### src/rtl/card_clk_pkg.sv
package card_clk_pkg;
    localparam logic [7:0] OFF_DIV  = 8'h08;
    localparam logic [7:0] OFF_SRC  = 8'h0C;
    localparam logic [7:0] OFF_ENA  = 8'h10;
    localparam logic [7:0] OFF_CMD  = 8'h2C;
    localparam logic [7:0] OFF_RINT = 8'h44;
    localparam logic [7:0] OFF_STAT = 8'h48;

    localparam int BIT_START = 31;
    localparam int BIT_UPD   = 21;
    localparam int BIT_WAIT  = 13;
    localparam int BIT_LOCK  = 12;
    localparam int BIT_BUSY  = 9;

    typedef enum logic [1:0] {
        ST_IDLE  = 2'd0,
        ST_HOLD  = 2'd1,
        ST_ALIGN = 2'd2
    } upd_state_t;
endpackage

### src/rtl/card_clk_regs.sv
module card_clk_regs
    import card_clk_pkg::*;
#(
    parameter int DIV_W = 8,
    parameter int SRC_W = 2
) (
    input  logic             clk,
    input  logic             rst_n,
    input  logic             wr_en,
    input  logic [7:0]       addr,
    input  logic [31:0]      wdata,
    output logic [31:0]      rdata,
    input  logic             data_busy,
    input  logic             div_q,
    output logic [DIV_W-1:0] act_div,
    output logic             act_en,
    output logic [SRC_W-1:0] act_src,
    output logic             load
);
    logic [DIV_W-1:0] pend_div;
    logic [SRC_W-1:0] pend_src;
    logic             pend_en;
    logic             lock_err;
    upd_state_t       state_q, state_d;
    logic             start_rd;

    wire cmd_wr  = wr_en && (addr == OFF_CMD);
    wire cmd_ok  = wdata[BIT_START] && wdata[BIT_UPD];

    // next-state logic
    always_comb begin
        state_d = state_q;
        unique case (state_q)
            ST_IDLE: begin
                if (cmd_wr && cmd_ok)
                    state_d = (wdata[BIT_WAIT] && data_busy) ? ST_HOLD : ST_ALIGN;
            end
            ST_HOLD: begin
                if (!data_busy) state_d = ST_ALIGN;
            end
            ST_ALIGN: begin
                if (!div_q) state_d = ST_IDLE;
            end
            default: state_d = ST_IDLE;
        endcase
    end

    // state register
    always_ff @(posedge clk or negedge rst_n) begin
        if (!rst_n) state_q <= ST_IDLE;
        else        state_q <= state_d;
    end

    // outputs of the FSM
    always_comb begin
        load     = 1'b0;
        start_rd = 1'b1;
        unique case (state_q)
            ST_IDLE:  start_rd = 1'b0;
            ST_HOLD:  load = 1'b0;
            ST_ALIGN: load = !div_q;
            default:  start_rd = 1'b0;
        endcase
    end

    // pending and active settings, locked error
    always_ff @(posedge clk or negedge rst_n) begin
        if (!rst_n) begin
            pend_div <= '0;
            pend_src <= '0;
            pend_en  <= 1'b0;
            act_div  <= '0;
            act_src  <= '0;
            act_en   <= 1'b0;
            lock_err <= 1'b0;
        end else begin
            if (wr_en && addr == OFF_DIV) pend_div <= wdata[DIV_W-1:0];
            if (wr_en && addr == OFF_SRC) pend_src <= wdata[SRC_W-1:0];
            if (wr_en && addr == OFF_ENA) pend_en  <= wdata[0];
            if (load) begin
                act_div <= pend_div;
                act_src <= pend_src;
                act_en  <= pend_en;
            end
            if (cmd_wr && start_rd)
                lock_err <= 1'b1;
            else if (wr_en && addr == OFF_RINT && wdata[BIT_LOCK])
                lock_err <= 1'b0;
        end
    end

    // register read
    always_comb begin
        rdata = '0;
        unique case (addr)
            OFF_DIV:  rdata[DIV_W-1:0] = pend_div;
            OFF_SRC:  rdata[SRC_W-1:0] = pend_src;
            OFF_ENA:  rdata[0] = pend_en;
            OFF_CMD:  rdata[BIT_START] = start_rd;
            OFF_RINT: rdata[BIT_LOCK] = lock_err;
            OFF_STAT: rdata[BIT_BUSY] = data_busy;
            default:  rdata = '0;
        endcase
    end


    hold_busy_chk: assert property (@(posedge clk) disable iff (!rst_n)
        (state_q == ST_HOLD && data_busy) |=> (state_q == ST_HOLD));


    lock_set_chk: assert property (@(posedge clk) disable iff (!rst_n)
        (cmd_wr && state_q != ST_IDLE) |=> (lock_err && $stable(state_q) || state_q != $past(state_q)));


    active_hold_chk: assert property (@(posedge clk) disable iff (!rst_n)
        !load |=> ($stable(act_div) && $stable(act_en) && $stable(act_src)));
endmodule

### src/rtl/card_clk_div.sv
module card_clk_div #(
    parameter int DIV_W = 8
) (
    input  logic             clk,
    input  logic             rst_n,
    input  logic [DIV_W-1:0] div,
    input  logic             en,
    input  logic             load,
    output logic             q
);
    logic [DIV_W-1:0] cnt;
    localparam logic [DIV_W-1:0] ONE = DIV_W'(1);

    always_ff @(posedge clk or negedge rst_n) begin
        if (!rst_n) begin
            q   <= 1'b0;
            cnt <= '0;
        end else if (load || !en || div == '0) begin
            q   <= 1'b0;
            cnt <= '0;
        end else if (cnt == div - ONE) begin
            q   <= ~q;
            cnt <= '0;
        end else begin
            cnt <= cnt + ONE;
        end
    end


    restart_low_chk: assert property (@(posedge clk) disable iff (!rst_n)
        load |=> (!q && cnt == '0));


    gated_low_chk: assert property (@(posedge clk) disable iff (!rst_n)
        (!en && !load) |=> !q);
endmodule

### src/rtl/card_clk_gate.sv
module card_clk_gate (
    input  logic clk,
    input  logic rst_n,
    input  logic bypass_on,
    input  logic div_q,
    output logic card_clk
);
    logic gate_q;

    // gate changes only while the reference clock is low
    always_ff @(negedge clk or negedge rst_n) begin
        if (!rst_n) gate_q <= 1'b0;
        else        gate_q <= bypass_on;
    end

    assign card_clk = (clk & gate_q) | div_q;
endmodule

### src/rtl/card_clk_ctrl.sv
module card_clk_ctrl
    import card_clk_pkg::*;
#(
    parameter int DIV_W = 8,
    parameter int SRC_W = 2
) (
    input  logic             clk,
    input  logic             rst_n,
    input  logic             wr_en,
    input  logic [7:0]       addr,
    input  logic [31:0]      wdata,
    output logic [31:0]      rdata,
    input  logic             data_busy,
    output logic             card_clk,
    output logic [SRC_W-1:0] clk_src
);
    logic [DIV_W-1:0] act_div;
    logic             act_en;
    logic             load;
    logic             div_q;

    card_clk_regs #(.DIV_W(DIV_W), .SRC_W(SRC_W)) u_regs (
        .clk(clk), .rst_n(rst_n), .wr_en(wr_en), .addr(addr), .wdata(wdata),
        .rdata(rdata), .data_busy(data_busy), .div_q(div_q),
        .act_div(act_div), .act_en(act_en), .act_src(clk_src), .load(load)
    );

    card_clk_div #(.DIV_W(DIV_W)) u_div (
        .clk(clk), .rst_n(rst_n), .div(act_div), .en(act_en),
        .load(load), .q(div_q)
    );

    card_clk_gate u_gate (
        .clk(clk), .rst_n(rst_n), .bypass_on(act_en && act_div == '0),
        .div_q(div_q), .card_clk(card_clk)
    );


    load_low_chk: assert property (@(posedge clk) disable iff (!rst_n)
        load |-> !div_q);


    bypass_div_low_chk: assert property (@(posedge clk) disable iff (!rst_n)
        (act_div == '0 && !load) |=> !div_q);
endmodule

### config.mk
export PLATFORM = sky130hd
export DESIGN_NAME = card_clk_ctrl
export DESIGN_NICKNAME = d
export VERILOG_FILES = /design/src/rtl/card_clk_pkg.sv /design/src/rtl/card_clk_regs.sv /design/src/rtl/card_clk_div.sv /design/src/rtl/card_clk_gate.sv /design/src/rtl/card_clk_ctrl.sv
export SDC_FILE = /design/constraint.sdc
export NUM_CORES = 1
export LEC_CHECK = 0
export BUFFER_PORTS_ARGS = -buffer_cell sky130_fd_sc_hd__buf_2
export CORE_UTILIZATION = 44
export DETAILED_ROUTE_END_ITERATION = 12
export GPL_TIMING_DRIVEN = 1
export PLACE_DENSITY = 0.82
export SLEW_MARGIN = 20
export SYNTH_ARGS = -nofsm -noshare
export SYNTH_HDL_FRONTEND = slang
export SYNTH_SLANG_ARGS = --single-unit
export TNS_END_PERCENT = 50
### constraint.sdc
create_clock -name clk -period 3.6 [get_ports clk]
set_clock_uncertainty 0.1 [all_clocks]
set_input_delay 1.08 -clock clk [delete_from_list [all_inputs] [get_ports clk]]
set_output_delay 1.08 -clock clk [all_outputs]
set_load 0.05 [all_outputs]
# Yosys cells after proc, flatten, opt, wreduce, memory -nomap -nowiden
# Cells that the tools add are included.
# classes
mux	19
n_eq_ne	12
add_sub_neg	2
n_reduce_logical	21
bitwise	3
# op_table
cell	n
8-bit by 4-bit == test with 1-bit output, second input constant	2
8-bit by 7-bit == test with 1-bit output, second input constant	2
8-bit two-way mux	2
1-bit logical AND	11
1-bit two-way mux	9
8-bit by 1-bit adder with 8-bit output, second input constant	1
8-bit by 5-bit == test with 1-bit output, second input constant	1
8-bit by 6-bit == test with 1-bit output, second input constant	1
8-bit == test	1
8-bit zero test	1
2-bit two-way mux	4
8-bit by 1-bit subtractor with 8-bit output, second input constant	1
6-bit two-way mux	1
2-bit one-hot mux with 3 select lines	1
2-bit != test, second input constant	2
2-bit nonzero test	2
1-bit one-hot mux with 3 select lines	1
3-bit AND reduction	1
2-bit by 1-bit == test with 1-bit output, second input constant	1
2-bit == test, second input constant	1
1-bit zero test	2
2-bit zero test	1
1-bit logical OR	2
2-bit by 1-bit != test with 1-bit output, second input constant	1
other kinds (5)	5
# word_totals
out_inout_bits	35
ff_bits	35
input_bits	44
elab_cells	68

# Depth between registers and ports, before layout
# logic_depth
ltp_word	5
depth_mapped	8

# Hierarchy
# From an unflattened synthesis, not the netlist that was laid out.
# unflattened
cells_unflattened	194
hier_area_um2	2154.6
# modules_own_cells
module	cells_per_inst	area_each_um2	n_inst
card_clk_regs	117	1420.1	1
card_clk_div	72	673.1	1
card_clk_gate	2	32.5	1
card_clk_ctrl	3	28.8	1

==> key figures <==
Worst setup path
  – Minimum setup slack among reg-to-reg paths: ~490 ps
  – Crit path to: card_clk
  – Crit-path leading delay family: flip-flops
  – WP buf/inv: 1
  – Critical path arrival: 2860 ps
  – Critical-path top delay cell: dfrtn_1
  – Reg-to-reg startpoint: u_regs.act_div[2]
  – Crit start category: register
  – Crit. path cell count: 3
  – Worst r2r dst: u_gate.gate_q
  – CP Capture Type: output pin
  – CP startpoint: u_gate.gate_q
  – Largest stage delay, worst path: 380 ps
  – CP most frequent cell: nand2_1
  – Crit-path cells: nand2_1 -> nand2_1 -> buf_6
  – Critical path fanouts, max: 1
  – Critical path type: register to output pin
  – Req. time, crit path: between 2000 and 2500 ps
  – Reg2Reg Depth: 3

Clock network
  – Clock transition at path regs: ~70 ps
  – CTS tree: built
  – Clock Latency Late Sink: 400 ps

Final layout
  – Area of the multi-input gates: 0.00108 mm2
  – Ant. Diodes: 0
  – Area Growth Syn to Fin: 24.6%
  – FF/Latch Area: just under 900 um2
  – Non-Filler Instances: 316
  – Nets: 313
  – Filler Cells Inserted: 360
  – Share of cells above drive strength 1: 31.8%

Detailed routing
  – Routed via count: about 1600
  – Avg WL per Cell: 13.2 um
  – DRC: 0
  – Drt initial violations: 84
  – Drt via density: 5.14
  – DRT antenna net count: 0
  – DRT Pass-1 Iters: 4
  – Total wire length: around 4200 um

Placement
  – # placed instances: 304
  – # port buffers: 37
  – Final Wtd Congestion: just under 0.8
  – Post-DP HPWL: 2930 um
  – Pre-CTS setup slack: -362 ps

Power and ir drop
  – Power per cell area: between 400 and 500 mW/mm2
  – Leakage power: 1.28 nW
  – Max VDD drop: 0.257 mV

GRT
  – Overall routing resource usage: 18.8%
  – Largest net degree at the start of global routing: 35
  – Initial antenna violation count: 0
  – Vias in the first global route: 1623
  – First-pass GRT wire length: 7070 um
  – GRT overflow: 0

Logic synthesis
  – EDFF count, synth: 0
  – Unique masters post-synth: 41
  – Predominant post-synthesis flop cell: dfrtp_1
  – Largest cells by area after synthesis: dfrtp_1, buf_4, nand2_1, mux2_2, xnor2_1
  – Yosys reg bits: 35
  – Synth area leader: dfrtp_1
  – Mapped Cells: 210
  – Sequential element share of the synthesized area: between 40% and 50%
  – Avg Cell Area, Syn: around 10 um2
  – Yosys synthesis warning count: 0
  – Mapped Area: 0.00205 mm2
  – Share of Yosys cell area claimed by the top area cell type: 41.5%
  – Fraction of registers with async set/reset: 100%

Run status
  – Outcome: complete, but fails checks
  – Violated checks: negative setup slack

STA
  – Final Hold Fails: 0
  – Worst Slack Setup Final: -442 ps
  – RSZ-0062 raised after global routing: yes
  – Max Transition Viols Final: 0
  – Slew headroom: 41.5%
  – Finish-stage setup viols: 10
  – Worst-Margin Slew: about 900 ps

Min path
  – Hold depth: 2
  – Class of the worst hold path: register to register

Die
  – Starting Density: 46.5%
  – Core area: 0.00441 mm2
  – Die width: approximately 70 um
  – I/O pin cnt: 79
  – Total die area: 0.00494 mm2
  – Chip Height: ~70 um
  – Row count: 24

Job
  – Max-cap violations: 0
==> final cells by class <==
class                           instances  share of cell area (%)
Sequential cell                        35                    34.3
Inverter                                8                    1.18
Clock inverter                          2                    1.37
Multi-Input combinational cell        164                    42.2
Tap cell                               52                    2.55
Clock buffer                           10                    5.29
Timing Repair Buffer                   45                    13.2
==> synth_stat cells (2+ instances only) <==
master and n:
a21oi_1 2, a22o_1 2, and2_1 3, and2_2 6, buf_4 21, dfrtp_1 34, ha_1 6, inv_1 8
mux2_2 12, nand2_1 37, nand3_1 9, nand3b_1 2, nand4_1 2, nor2_1 7, nor3_1 11, nor3b_1 5
nor4_1 2, o21ai_0 3, xnor2_1 15, xor2_1 2
==> cells by family (layout without fill, tap and decap cells) <==
group,Yosys count,in the layout,share of synthesized area [%]
simple gates,94,94,25.0
flops,35,35,42.7
buf+inv,31,65,9.58
xor+xnor,17,17,7.26
compound gates,14,14,5.06
mux,12,12,6.59
fa+ha+maj,6,6,3.66
other cells,1,21,0.183
==> stage by stage <==
stage / setup TNS (ps) / area, um2 / utilization [%] / power (W) / hold WS (ps)
after floorplan: -1440 / 2130 / - / 0.000723 / 347
after global placement: -2850 / 2280 / 51.8 / 0.000772 / 354
after detailed placement: -3020 / 2280 / 51.8 / 0.000786 / 365
after CTS: -2610 / 2520 / 57.0 / 0.00124 / 387
after global routing: -2810 / 2550 / 57.9 / 0.00130 / 399
final: -2410 / 2550 / 57.9 / 0.00123 / 392
==> worst min-delay path: stages, from the launching register on <==
cell and delay (ps):
dfrtp_1 350, nand2_1 50, nand2_1 50
==> sequential cells by signal, summed over array words and instances, names as in the netlist <==
signal / flops
u_regs.pend_div: 8
u_regs.act_en: 1
u_regs.lock_err: 1
u_regs.act_div: 8
u_regs.pend_src: 2
u_regs.state_q: 2
u_regs.pend_en: 1
u_regs.act_src: 2
u_div.q: 1
u_gate.gate_q: 1
u_div.cnt: 8
==> metal layers <==
| metal | share of wire, % | wire length, um | track usage, % | vias up |
|---|---|---|---|---|
| met5 | 0 | 0 | 0 | - |
| met4 | 2.2 | 93 | 9.11 | 0 |
| met3 | 5.5 | 230 | 7.22 | 8 |
| met2 | 48 | 2020 | 31.7 | 60 |
| met1 | 44 | 1830 | 20.5 | 774 |
| li1 | - | - | - | 783 |
==> where the power goes <==
group / total [W] / switching [W] / internal (W) / leakage, nW
logic: 0.000320 / 0.000208 / 0.000111 / 0.701
clock network: 0.000458 / 0.000161 / 0.000297 / 0.0970
registers: 0.000457 / 0.0000312 / 0.000426 / 0.483
total: 0.00123 / 0.000401 / 0.000834 / 1.28
==> worst min-delay path by stage <==
stage                  startpoint                end
3_3_place_gp    u_regs.act_src[0]  u_regs.act_src[0]
5_1_grt         u_regs.act_src[0]  u_regs.act_src[0]
2_1_floorplan  u_regs.pend_div[2]  u_regs.act_div[2]
4_1_cts        u_regs.pend_div[5]  u_regs.act_div[5]
3_5_place_dp    u_regs.act_src[0]  u_regs.act_src[0]
6_report       u_regs.pend_div[4]  u_regs.act_div[4]
==> layout by cell type (no fill, tap or decap), types with 2 or more instances in the layout <==
cell type / n
mux2_2: 12
a22o_1: 2
inv_1: 8
dfrtp_1: 34
and2_2: 5
buf_6: 10
a21oi_1: 2
nand2_1: 36
nor3_1: 11
nand4_1: 2
o21ai_0: 3
nand3_1: 9
nor4_1: 2
ha_1: 6
nor3b_1: 4
xnor2_1: 15
buf_2: 25
nand3b_1: 2
conb_1: 21
clkbuf_8: 9
nor2_1: 7
buf_8: 2
xor2_1: 2
and2_1: 3
buf_4: 8
==> repair_timing <==
item                       4_1_cts  5_1_grt
setup endpoints to repair       11       11
hold endpoints to repair         0        0
hold buffers                     0        0
resized for setup               22        6
buffers inserted                 0        1
pin swaps                        1        0
(Power assumes the default switching activity.)
